`src/rtl/pin_ctrl_pkg.sv`:
```
package pin_ctrl_pkg;
    localparam int DATA_W = 32;
    localparam int IDX_W  = 3;

    localparam logic [IDX_W-1:0] IDX_OUT   = 3'd0;
    localparam logic [IDX_W-1:0] IDX_DIR   = 3'd1;
    localparam logic [IDX_W-1:0] IDX_BLINK = 3'd2;
    localparam logic [IDX_W-1:0] IDX_POL   = 3'd3;
    localparam logic [IDX_W-1:0] IDX_DIN   = 3'd4;
    localparam logic [IDX_W-1:0] IDX_CAUSE = 3'd5;
    localparam logic [IDX_W-1:0] IDX_EMASK = 3'd6;
    localparam logic [IDX_W-1:0] IDX_LMASK = 3'd7;
endpackage

```
`src/rtl/pin_sense.sv`:
```
module pin_sense #(
    parameter int NPINS = 32
) (
    input  logic             clk,
    input  logic             rst_n,
    input  logic [NPINS-1:0] pin_in,
    input  logic [NPINS-1:0] pol,
    output logic [NPINS-1:0] din,
    output logic [NPINS-1:0] rise
);
    typedef struct packed {
        logic [NPINS-1:0] s1;
        logic [NPINS-1:0] s2;
        logic [NPINS-1:0] prev;
    } sense_t;

    sense_t st_d, st_q;
    logic [NPINS-1:0] adj;

    always_comb begin
        adj       = st_q.s2 ^ pol;
        st_d      = st_q;
        st_d.s1   = pin_in;
        st_d.s2   = st_q.s1;
        st_d.prev = adj;
    end

    always_ff @(posedge clk or negedge rst_n) begin
        if (!rst_n) st_q <= '0;
        else        st_q <= st_d;
    end

    assign din  = adj;
    assign rise = adj & ~st_q.prev;

    // a detected edge lasts a single cycle per bit
    p_edge_single_r5: assert property (@(posedge clk) disable iff (!rst_n)
        (rise != '0) |=> ((rise & $past(rise)) == '0));
endmodule

```
`src/rtl/blink_tick.sv`:
```
module blink_tick #(
    parameter int BLINK_TC = 4
) (
    input  logic clk,
    input  logic rst_n,
    output logic phase
);
    localparam int CW = (BLINK_TC > 1) ? $clog2(BLINK_TC) : 1;
    localparam logic [CW-1:0] LAST = CW'(BLINK_TC - 1);

    typedef struct packed {
        logic [CW-1:0] cnt;
        logic          ph;
    } tick_t;

    tick_t st_d, st_q;
    logic  tick;

    always_comb begin
        tick = (st_q.cnt == LAST);
        st_d = st_q;
        if (tick) begin
            st_d.cnt = '0;
            st_d.ph  = ~st_q.ph;
        end else begin
            st_d.cnt = st_q.cnt + 1'b1;
        end
    end

    always_ff @(posedge clk or negedge rst_n) begin
        if (!rst_n) st_q <= '0;
        else        st_q <= st_d;
    end

    assign phase = st_q.ph;

    // terminal count pulses never come back to back when the period exceeds one
    p_tick_spacing_r9: assert property (@(posedge clk) disable iff (!rst_n)
        (BLINK_TC > 1 && tick) |=> !tick);
endmodule

```
`src/rtl/pin_ctrl_unit.sv`:
```
module pin_ctrl_unit
    import pin_ctrl_pkg::*;
#(
    parameter int NPINS    = 32,
    parameter int BLINK_TC = 4
) (
    input  logic              clk,
    input  logic              rst_n,
    input  logic              bus_wr,
    input  logic [IDX_W-1:0]  bus_idx,
    input  logic [DATA_W-1:0] bus_wdata,
    output logic [DATA_W-1:0] bus_rdata,
    input  logic [NPINS-1:0]  pin_in,
    output logic [NPINS-1:0]  pin_out,
    output logic [NPINS-1:0]  pin_oe,
    output logic              irq
);
    typedef struct packed {
        logic [NPINS-1:0] out;
        logic [NPINS-1:0] dir;
        logic [NPINS-1:0] blink;
        logic [NPINS-1:0] pol;
        logic [NPINS-1:0] cause;
        logic [NPINS-1:0] emask;
        logic [NPINS-1:0] lmask;
    } regs_t;

    regs_t r_d, r_q;
    logic [NPINS-1:0] wdat, din, rise, cause_q;
    logic             phase, cause_wr;

    assign wdat = bus_wdata[NPINS-1:0];

    pin_sense #(.NPINS(NPINS)) u_sense (
        .clk(clk), .rst_n(rst_n), .pin_in(pin_in), .pol(r_q.pol),
        .din(din), .rise(rise)
    );

    blink_tick #(.BLINK_TC(BLINK_TC)) u_blink (
        .clk(clk), .rst_n(rst_n), .phase(phase)
    );

    always_comb begin
        r_d      = r_q;
        cause_wr = bus_wr && (bus_idx == IDX_CAUSE);
        if (bus_wr) begin
            case (bus_idx)
                IDX_OUT:   r_d.out   = wdat;
                IDX_DIR:   r_d.dir   = wdat;
                IDX_BLINK: r_d.blink = wdat;
                IDX_POL:   r_d.pol   = wdat;
                IDX_CAUSE: r_d.cause = r_q.cause & wdat;
                IDX_EMASK: r_d.emask = wdat;
                IDX_LMASK: r_d.lmask = wdat;
                default:   ;
            endcase
        end
        r_d.cause = r_d.cause | rise;
    end

    always_ff @(posedge clk or negedge rst_n) begin
        if (!rst_n) begin
            r_q     <= '0;
            r_q.dir <= '1;
        end else begin
            r_q <= r_d;
        end
    end

    always_comb begin
        case (bus_idx)
            IDX_OUT:   bus_rdata = DATA_W'(r_q.out);
            IDX_DIR:   bus_rdata = DATA_W'(r_q.dir);
            IDX_BLINK: bus_rdata = DATA_W'(r_q.blink);
            IDX_POL:   bus_rdata = DATA_W'(r_q.pol);
            IDX_DIN:   bus_rdata = DATA_W'(din);
            IDX_CAUSE: bus_rdata = DATA_W'(r_q.cause);
            IDX_EMASK: bus_rdata = DATA_W'(r_q.emask);
            default:   bus_rdata = DATA_W'(r_q.lmask);
        endcase
    end

    assign cause_q = r_q.cause;
    assign pin_oe  = ~r_q.dir;
    assign pin_out = (r_q.out & ~r_q.blink) | ({NPINS{phase}} & r_q.blink);
    assign irq     = |((din & r_q.lmask) | (r_q.cause & r_q.emask));

    // a clearing write with no coincident edge leaves only the bits written as 1
    p_cause_clear_r6: assert property (@(posedge clk) disable iff (!rst_n)
        (cause_wr && rise == '0) |=> (cause_q == ($past(cause_q) & $past(wdat))));

    // every detected edge is held in the cause register on the next cycle
    p_set_wins_r7: assert property (@(posedge clk) disable iff (!rst_n)
        (rise != '0) |=> ((cause_q & $past(rise)) == $past(rise)));

    // with both masks clear the interrupt stays low
    p_irq_masked_r8: assert property (@(posedge clk) disable iff (!rst_n)
        (r_q.emask == '0 && r_q.lmask == '0) |-> !irq);

    // cause bits only rise where an edge was detected
    p_cause_source_r5: assert property (@(posedge clk) disable iff (!rst_n)
        ((cause_q & ~$past(cause_q)) & ~$past(rise)) == '0);
endmodule

```
`config.mk`:
```
export PLATFORM = sky130hd
export DESIGN_NAME = pin_ctrl_unit
export DESIGN_NICKNAME = d
export VERILOG_FILES = /design/src/rtl/pin_ctrl_pkg.sv /design/src/rtl/pin_sense.sv /design/src/rtl/blink_tick.sv /design/src/rtl/pin_ctrl_unit.sv
export SDC_FILE = /design/constraint.sdc
export NUM_CORES = 1
export LEC_CHECK = 0
export ABC_AREA = 1
export BUFFER_PORTS_ARGS = -buffer_cell sky130_fd_sc_hd__buf_2
export CORE_UTILIZATION = 50
export CTS_CLUSTER_SIZE = 40
export DETAILED_ROUTE_END_ITERATION = 10
export PLACE_DENSITY = 0.79
export SKIP_CTS_REPAIR_TIMING = 1
export SLEW_MARGIN = 10
export SYNTH_ARGS = -nofsm -noshare
export SYNTH_HDL_FRONTEND = slang
export SYNTH_SLANG_ARGS = --single-unit
```
`constraint.sdc`:
```
create_clock -name clk -period 1.07 [get_ports clk]
set_input_delay 0.0535 -clock clk [delete_from_list [all_inputs] [get_ports clk]]
set_output_delay 0.0535 -clock clk [all_outputs]
set_load 0.005 [all_outputs]
```
After elaboration in Yosys (flattened, before gate mapping)
Index checks and enable logic that the tools add are counted.

Bits of input ports: 70. Output and inout port bits: 97. Bits in registers: 323. Word-level logic and storage cells: 49.

Muxes and demuxes: 6. $add $sub $neg: 1. Equal/unequal tests: 8. Bitwise gates (word level): 14. Reduce and logical (&&, ||, !) cells: 8.

Operators with widths (count): 32-bit case mux with 7 select lines (1); 32-bit bitwise AND (6); 32-bit two-way mux (3); 96-bit two-way mux (1); 32-bit inverter (3); 32-bit OR (3); 32-bit OR reduction (1); 32-bit bitwise XOR (1); 3-bit == test (second input constant) (4); 2-bit AND reduction (6); 3-bit by 2-bit == test with 1-bit output (second input constant) (2); 3-bit by 1-bit == test with 1-bit output (second input constant) (1); 3-bit logical NOT (1); 2-bit by 1-bit adder with 2-bit output (second input constant) (1); 2-bit == test (second input constant) (1); 2-bit two-way mux (1); 1-bit inverter (1).

Longest topological paths before layout
Gate-level depths: netlist of the first run.

Word-level depth: 4. Gate-level depth with buffers: 9. Mapped depth without buffers: 8.

Modules after synthesis
From an unflattened synthesis of the first run, not the netlist that was laid out.

Cells, all modules: 1846. Area total of the unflattened synthesis: 14666.6 sq um.

By module, submodules not included: pin_ctrl_unit (instances 1, area an instance 10913.0 sq um, cells an instance 1484, sequential area each 5645.4 sq um); pin_sense (instances 1, area an instance 3643.5 sq um, cells an instance 352, sequential area each 2402.3 sq um); blink_tick (instances 1, area an instance 110.1 sq um, cells an instance 10, sequential area each 75.1 sq um).

Least setup slack after synthesis of the first run
Ideal clock, no wire load.

Kind: register to output. From: reg r_q[113] (netlist bit). To: out bus_rdata[17]. Cell stages (with the launch flop): 6. Data required time: 1016 ps. Buffers on the path: 0. Arrival: 1094 ps. Setup slack: -77 ps. Cell sequence: dfrtp_1 > or2_2 > and2_1 > nand2_1 > nand4_1 > nand3b_1.

Cells in the longest elaborated chain, start to end: 2.

RTL lines: from (decl) (line pin_ctrl_unit.sv:28) `regs_t r_d, r_q;`; from (signal assigned) (line pin_ctrl_unit.sv:66) `r_q <= r_d;`; 32-bit bitwise XOR (line pin_sense.sv:21) `adj = st_q.s2 ^ pol;`; via din[17] (line pin_ctrl_unit.sv:29) `logic [NPINS-1:0] wdat, din, rise, cause_q;`; 32-bit case mux with 7 select lines (line pin_ctrl_unit.sv:71) `case (bus_idx)`; to (decl) (line pin_ctrl_unit.sv:12) `output logic [DATA_W-1:0] bus_rdata,`.

The timed path passes the listed nets, and every way through them passes these cells.

Worst setup path in the final report of the first run
From: reg r_q[101] (netlist bit). To: out irq.

Cells in the longest elaborated chain, start to end: 4.

RTL lines: 32-bit bitwise XOR (line pin_sense.sv:21); 32-bit bitwise AND (line pin_ctrl_unit.sv:86) `assign irq = |((din & r_q.lmask) | (r_q.cause & r_q.emask));`; 32-bit OR (line pin_ctrl_unit.sv:86); 32-bit OR reduction (line pin_ctrl_unit.sv:86); to (decl) (line pin_ctrl_unit.sv:16) `output logic irq`.

Every way passes these cells.

==> results of run 1 <==
[final cells by class]
cell class / instances / share of cell area [%]
Antenna cell: 3 / 0.0377
Clock buffer: 49 / 5.07
Clock inverter: 12 / 0.710
Inverter: 198 / 3.73
Multi-Input combinational cell: 1035 / 26.9
Sequential cell: 323 / 40.8
Tap cell: 372 / 2.34
Timing Repair Buffer: 485 / 20.4
[final timing paths]
| path | startpoint | end | slack, ns | cells past startpoint |
|---|---|---|---|---|
| min in group clk | pin_in[11] | u_sense.st_d[43]$_DFF_PN0_ | 0.17 | 2 |
| worst min-delay path | rst_n | r_q[97]$_DFFE_PN0P_ | 0.004 | 2 |
| worst max register to register | r_q[101]$_DFFE_PN0P_ | cause_q[5]$_DFF_PN0_ | -0.11 | 5 |
| worst min register to register | u_sense.st_d[40]$_DFF_PN0_ | u_sense.st_q[40]$_DFF_PN0_ | 0.35 | 0 |
| worst max-delay path | r_q[101]$_DFFE_PN0P_ | irq | -0.86 | 8 |
| max in group asynchronous | rst_n | r_q[174]$_DFFE_PN1P_ | 0.46 | 3 |
[cells by family (layout without fill, tap and decap cells)]
kind of cell	Yosys count	count (layout)	share of synthesized area, %
AO/OA/AOI/OAI	388	388	14.0
flip-flops	323	323	58.2
AND/OR/NAND/NOR	627	627	18.8
other	0	3	0
XOR/XNOR	1	1	0.0628
adder cells (fa/ha/maj)	1	1	0.0897
buffers and inverters	263	744	7.37
multiplexers	18	18	1.45
[cell usage in the layout, fill, tap and decap left out, drive strengths merged]
cell type,netlist,routed
a21oi,32,32
and2,32,32
buf,29,420
bufinv,0,3
clkbuf,36,49
clkinv,0,7
clkinvlp,0,1
dfrtp,291,291
dfstp,32,32
diode,0,3
dlygate4sd3,0,65
ha,1,1
inv,198,199
mux2,18,18
nand2,460,460
nand3,67,67
nand3b,1,1
nand4,9,9
nor2,49,49
nor3,2,2
o21ai,343,343
o22ai,13,13
or2,7,7
xor2,1,1
[worst max-delay path: stages (launching register included)]
cell and delay (ns):
dfrtp_1 0.41, or2_4 0.27, nand3_2 0.06, nand2_2 0.05
nor2_2 0.13, nand2_2 0.08, nor2_2 0.11, nand3_2 0.10
buf_2 0.14
[synth_stat cells (all sizes together), types with 18 or more instances]
cell type	n	area, µm²
a21oi	32	160
and2	32	200
buf	29	150
clkbuf	36	135
dfrtp	291	7280
dfstp	32	841
inv	198	743
mux2	18	203
nand2	460	1740
nand3	67	345
nor2	49	194
o21ai	343	1720
[layer usage]
metal	vias to the layer above	global-route usage (%)	wire length (µm)
met3	159	5.17	3930
met4	2	12.2	2020
li1	6115	-	-
met1	6517	38.1	17100
met5	-	0	13
met2	749	48.7	22600
[state kept, by name (all words and copies together), names as in the netlist]
signal / flops
r_q: 192
u_sense.st_q: 64
cause_q: 32
u_sense.st_d: 32
u_blink.st_q: 2
u_blink.phase: 1
[power groups by stage]
stage / logic, mW / registers, mW / clock network, mW
after detailed placement: 7.21 / 15.5 / 0
after global placement: 6.97 / 15.4 / 0
after floorplan: 3.31 / 15.3 / 0
after CTS: 7.29 / 15.3 / 12.2
after global routing: 9.84 / 15.7 / 12.7
final: 9.05 / 15.6 / 12.1
==> reports/metrics.csv, run 1 <==
stage,metric,value,unit
outcome,outcome,finished with violations,
outcome,failing checks,negative setup slack,
worst_setup_path,critical setup path kind,flop to primary output,
layout,Seq. cell area,8120,µm²
power,Power Dens Cells,1840,nW/µm²
power,P_sw,10.6,mW
timing,Hold WS,0.00378,ns
grt,total track usage,29.3,%
place,dpl cell area,17000,µm²
yosys,Syn. warnings,0,
yosys,"FFs w/ async S/R, synth",100,%
timing,final period utilization,180,%
detailed_routing,Final ANT Viol Nets,0,
detailed_routing,initial DRC count,1419,
floorplan,die width,169,µm
yosys,Syn Area/Cell,8.61,µm²
timing,worst setup margin,-0.859,ns
floorplan,initial core utilization,51.3,%
floorplan,die height,169,µm
timing,final setup fails,105,
flow_run,max_cap viols,0,
power,Leak,9.87,nW
worst_setup_path,Critical Path Fanout Max,2,
yosys,Most used DFF post-synth,dfrtp_1,
grt,first-pass GRT wire length,64800,µm
layout,Final Cell Area,19900,µm²
timing,"Slew Viols, Final",0,
power,maximum vdd ir drop,0.00118,V
place,dpl cells,2322,
timing,Clock Skew,0.00927,ns
yosys,number of synthesized flops with an enable pin,0,
yosys,Yosys reg bits,323,
power,Tot Pwr,36.7,mW
yosys,Yosys cell types,27,
timing,post-route setup TNS,-45.87,ns
yosys,post-synthesis sequential area ratio,58.2,%
clock_network,CTS Buf Count,35,
clock_network,CTS tree,done,
power,Comb power frac,24.7,%
clock_network,Clock Pin Slew Worst Setup and Hold Paths,0.06,ns
detailed_routing,drt drc,0,
timing,final number of hold-violating endpoints,0,
worst_setup_path,Critical Path Source Type,flop,
layout,share of cells above drive strength 1,36.4,%
grt,vias in the first global route,12400,
power,internal power,26.1,mW
worst_setup_path,kind of end point of the critical path,primary output,
timing,Fmax,0.518,GHz
layout,Finished Core Util,73.3,%
place,Place WS,-0.377,ns
layout,area grow syn2layout,42.7,%
timing,worst rel slew slack,76.4,%
grt,grt ovf,0,
detailed_routing,vias after detailed routing,13500,
detailed_routing,1st-pass router iterations,6,
worst_setup_path,CP required,1.02,ns
worst_hold_path,Hold Crit Class,primary input to async pin,
layout,area of the multi-input gates,5350,µm²
clock_network,Root Driver,clkbuf_16,
clock_network,CTS Sinks,323,
power,clock power share,32.9,%
power,Sw Ratio,28.8,%
timing,worst slew pin tran,0.351,ns
place,post-DP HPWL,29400,µm
worst_setup_path,worst path arrival time,1.88,ns
grt,largest net degree at the start of global routing,48,
place,port bufs,166,
yosys,Post-Syn Area,14000,µm²
floorplan,core area,27200,µm²
timing,minimum clock period,1.93,ns
detailed_routing,wire length per cell,18.4,µm
detailed_routing,total length of routed wires,45700,µm
clock_network,worst-skew pair later-pin latency,0.51,ns
clock_network,CTS H-Tree Depth,2,
floorplan,# rows,60,
floorplan,I/O Pins,167,
timing,RSZ-0062 raised after global routing,true,
place,GP Congestion,0.871,
clock_network,Max Buffers Root-to-Sink,3,
layout,Fill cells,1798,
power,Reg power frac,42.4,%
grt,initial antenna violation count,4,
layout,Layout Cells excl Fill,2477,
floorplan,full die area,28600,µm²
detailed_routing,Vias per Instance,5.47,
yosys,cells after synthesis,1621,
layout,NumNets Final,2149,
yosys,Mapped Nets,1692,
Power figures use the tool's default switching activity.
==> run 2: changes to the inputs <==
--- a/config.mk
+++ b/config.mk
@@ -7,11 +7,11 @@
 export LEC_CHECK = 0
 export ABC_AREA = 1
 export BUFFER_PORTS_ARGS = -buffer_cell sky130_fd_sc_hd__buf_2
-export CORE_UTILIZATION = 50
+export CAP_MARGIN = 10
+export CORE_UTILIZATION = 45
 export CTS_CLUSTER_SIZE = 40
 export DETAILED_ROUTE_END_ITERATION = 10
-export PLACE_DENSITY = 0.79
-export SKIP_CTS_REPAIR_TIMING = 1
+export PLACE_DENSITY = 0.73
 export SLEW_MARGIN = 10
 export SYNTH_ARGS = -nofsm -noshare
 export SYNTH_HDL_FRONTEND = slang
==> run 2 against run 1 <==
Against the previous run:
- the flow still finishes with violations (negative setup slack)
- critical path type unchanged
- clock power hardly changed
- flip-flop and latch count is the same
- die area increased by 11%
- sequential power about the same
- global-route usage decreased by 0.33 points
- clock skew grew 0.0042 ns
- critical endpoint unchanged
==> reports/metrics.csv, run 2 (synthesized netlist as in run 1, its figures left out) <==
stage,metric,value,unit,change
layout,Fill cells,2286,,+27%
detailed_routing,Vias per Instance,5.30,,-3.1%
timing,RSZ-0062 raised after global routing,true,,
layout,Layout Cells excl Fill,2521,,+1.8%
clock_network,Clock Pin Slew Worst Setup and Hold Paths,0.06,ns,about the same
place,GP Congestion,0.851,,-2.3%
grt,vias in the first global route,13100,,+4.9%
power,Power Dens Cells,1830,nW/µm²,-0.63%
place,port bufs,166,,unchanged
timing,minimum clock period,1.92,ns,-0.0102 ns
layout,Final Cell Area,20400,µm²,+2.7%
place,Place WS,-0.380,ns,-0.00247 ns
timing,final setup fails,107,,+1.9%
clock_network,worst-skew pair later-pin latency,0.52,ns,about the same
worst_setup_path,Critical Path Source Type,flop,,
layout,area grow syn2layout,46.6,%,
timing,Hold WS,0.00448,ns,+0.000700 ns
clock_network,Max Buffers Root-to-Sink,3,,unchanged
floorplan,I/O Pins,167,,unchanged
detailed_routing,drt drc,0,,unchanged
timing,worst setup margin,-0.849,ns,+0.0102 ns
timing,worst slew pin tran,0.352,ns,+0.00169 ns
layout,Largest regs,"r_q (192), u_sense.st_q (64)",,
detailed_routing,Final ANT Viol Nets,0,,unchanged
detailed_routing,met2 WL post-DR,22900,µm,+1.2%
layout,Antenna diodes,0,,-3
floorplan,# rows,64,,+6.7%
timing,"Slew Viols, Final",0,,unchanged
detailed_routing,WL met1,18500,µm,+8.5%
detailed_routing,length of routed met3 wiring,3070,µm,-22%
grt,total track usage,29.0,%,-0.33 points
grt,grt ovf,0,,unchanged
detailed_routing,vias after detailed routing,13400,,-1.4%
floorplan,full die area,31700,µm²,+11%
floorplan,die width,178,µm,+5.3%
layout,register with the most flip-flops,r_q,,
layout,NumNets Final,2172,,+1.1%
worst_setup_path,kind of end point of the critical path,primary output,,
layout,share of cells above drive strength 1,38.4,%,+1.9 points
worst_setup_path,worst path arrival time,1.87,ns,about the same
clock_network,CTS H-Tree Depth,2,,unchanged
place,post-DP HPWL,29200,µm,-0.56%
layout,most frequent cells in the layout,"379 x nand2_1, 290 x dfrtp_1, 199 x buf_4",,
power,maximum vdd ir drop,0.00144,V,+22%
outcome,failing checks,negative setup slack,,
detailed_routing,total length of routed wires,46400,µm,+1.5%
layout,Seq. cell area,8120,µm²,unchanged
grt,initial antenna violation count,1,,-3
worst_hold_path,Hold Crit Class,primary input to async pin,,
place,dpl cells,2348,,+1.1%
clock_network,CTS tree,done,,
floorplan,core area,30500,µm²,+12%
detailed_routing,initial DRC count,1258,,-11%
worst_setup_path,critical setup path kind,flop to primary output,,
place,dpl cell area,17100,µm²,+0.48%
timing,Clock Skew,0.0134,ns,+0.00416 ns
detailed_routing,uppermost layer routed,met5,,
floorplan,initial core utilization,45.7,%,-5.6 points
timing,worst rel slew slack,76.3,%,-0.11 points
worst_setup_path,CP required,1.02,ns,about the same
clock_network,CTS Buf Count,36,,+2.9%
flow_run,max_cap viols,0,,unchanged
clock_network,CTS Sinks,323,,unchanged
timing,final number of hold-violating endpoints,0,,unchanged
outcome,outcome,finished with violations,,
detailed_routing,1st-pass router iterations,5,,-1
clock_network,Root Driver,clkbuf_16,,
timing,final period utilization,179,%,-0.95 points
timing,Fmax,0.521,GHz,+0.53%
layout,Finished Core Util,67.0,%,-6.2 points
power,Leak,10.2,nW,+2.9%
grt,largest net degree at the start of global routing,53,,+10%
layout,"commonest non-fill, non-tap cell in the layout",nand2_1,,
floorplan,die height,178,µm,+5.3%
grt,first-pass GRT wire length,70000,µm,+8.0%
worst_setup_path,Critical Path Fanout Max,2,,unchanged
layout,max reg flops,192,,unchanged
detailed_routing,wire length per cell,18.4,µm,-0.23%
layout,area of the multi-input gates,5470,µm²,+2.2%
run 2: cell types whose count changed in the layout (fill, tap and decap cells not counted), sizes merged:
| cell | before | now |
|---|---|---|
| clkinv | 7 | 3 |
| diode | 3 | 0 |
| buf | 420 | 442 |
| inv | 199 | 198 |
| clkbuf | 49 | 56 |
| bufinv | 3 | 2 |
run 2: repair_timing:
| item | 4_1_cts | 5_1_grt |
|---|---|---|
| buffers inserted | 45 | 44 |
| hold buffers | 65 | 0 |
| setup endpoints to repair | 107 | 128 |
| pin swaps | 65 | 83 |
| hold endpoints to repair | 554 | 0 |
| gates cloned | 3 | 0 |
| resized for setup | 208 | 231 |
run 2: layout make-up:
| class | count | share of cell area [%] |
|---|---|---|
| clock buffer | 56 | 5.37 |
| clock inverter | 6 | 0.404 |
| inverter | 198 | 3.67 |
| multi-input combinational | 1035 | 26.7 |
| sequential | 323 | 39.7 |
| tap | 396 | 2.42 |
| timing repair buffer | 507 | 21.7 |
run 2: worst paths after layout:
| kind | startpoint | endpoint | slack (ns) | cells past startpoint |
|---|---|---|---|---|
| worst max-delay path | cause_q[10]$_DFF_PN0_ | irq | -0.85 | 7 |
| worst min-delay path | rst_n | r_q[194]$_DFFE_PN0P_ | 0.004 | 2 |
| worst max register to register | r_q[113]$_DFFE_PN0P_ | cause_q[17]$_DFF_PN0_ | -0.09 | 7 |
| worst min register to register | u_sense.st_d[42]$_DFF_PN0_ | u_sense.st_q[42]$_DFF_PN0_ | 0.35 | 0 |
| max in group asynchronous | rst_n | r_q[190]$_DFFE_PN1P_ | 0.39 | 3 |
| min in group clk | bus_wr | r_q[45]$_DFFE_PN0P_ | 0.17 | 4 |
run 2: report_power, final:
part / switching (mW) / internal (mW) / total [mW] / leakage, nW
clock network: 4.93 / 7.50 / 12.4 / 0.579
registers: 1.35 / 14.2 / 15.6 / 3.79
logic: 4.48 / 4.97 / 9.45 / 5.79
total: 10.8 / 26.7 / 37.5 / 10.2
run 2: worst max-delay path: stages, from the launching register on:
cell     delay [ns]
dfrtp_1        0.38
nand2_1        0.18
nand4_1        0.19
nor2_1         0.14
nand2_1        0.07
nor2_1         0.14
nand3_2        0.12
buf_2          0.15
run 2: metal layers:
| metal | vias to the layer above | global-route usage, % |
|---|---|---|
| met3 | 128 | 4.84 |
| li1 | 6155 | - |
| met5 | - | 0 |
| met4 | 2 | 11.2 |
| met1 | 6489 | 36.8 |
| met2 | 583 | 49.6 |
run 2: stage by stage:
stage / setup TNS [ns] / power (mW)
2_1_floorplan: -0.00882 / 18.6
5_1_grt: -51.78 / 39.1
6_report: -47.23 / 37.5
4_1_cts: -50.11 / 36.5
3_3_place_gp: -44.82 / 22.5
3_5_place_dp: -53.70 / 22.8
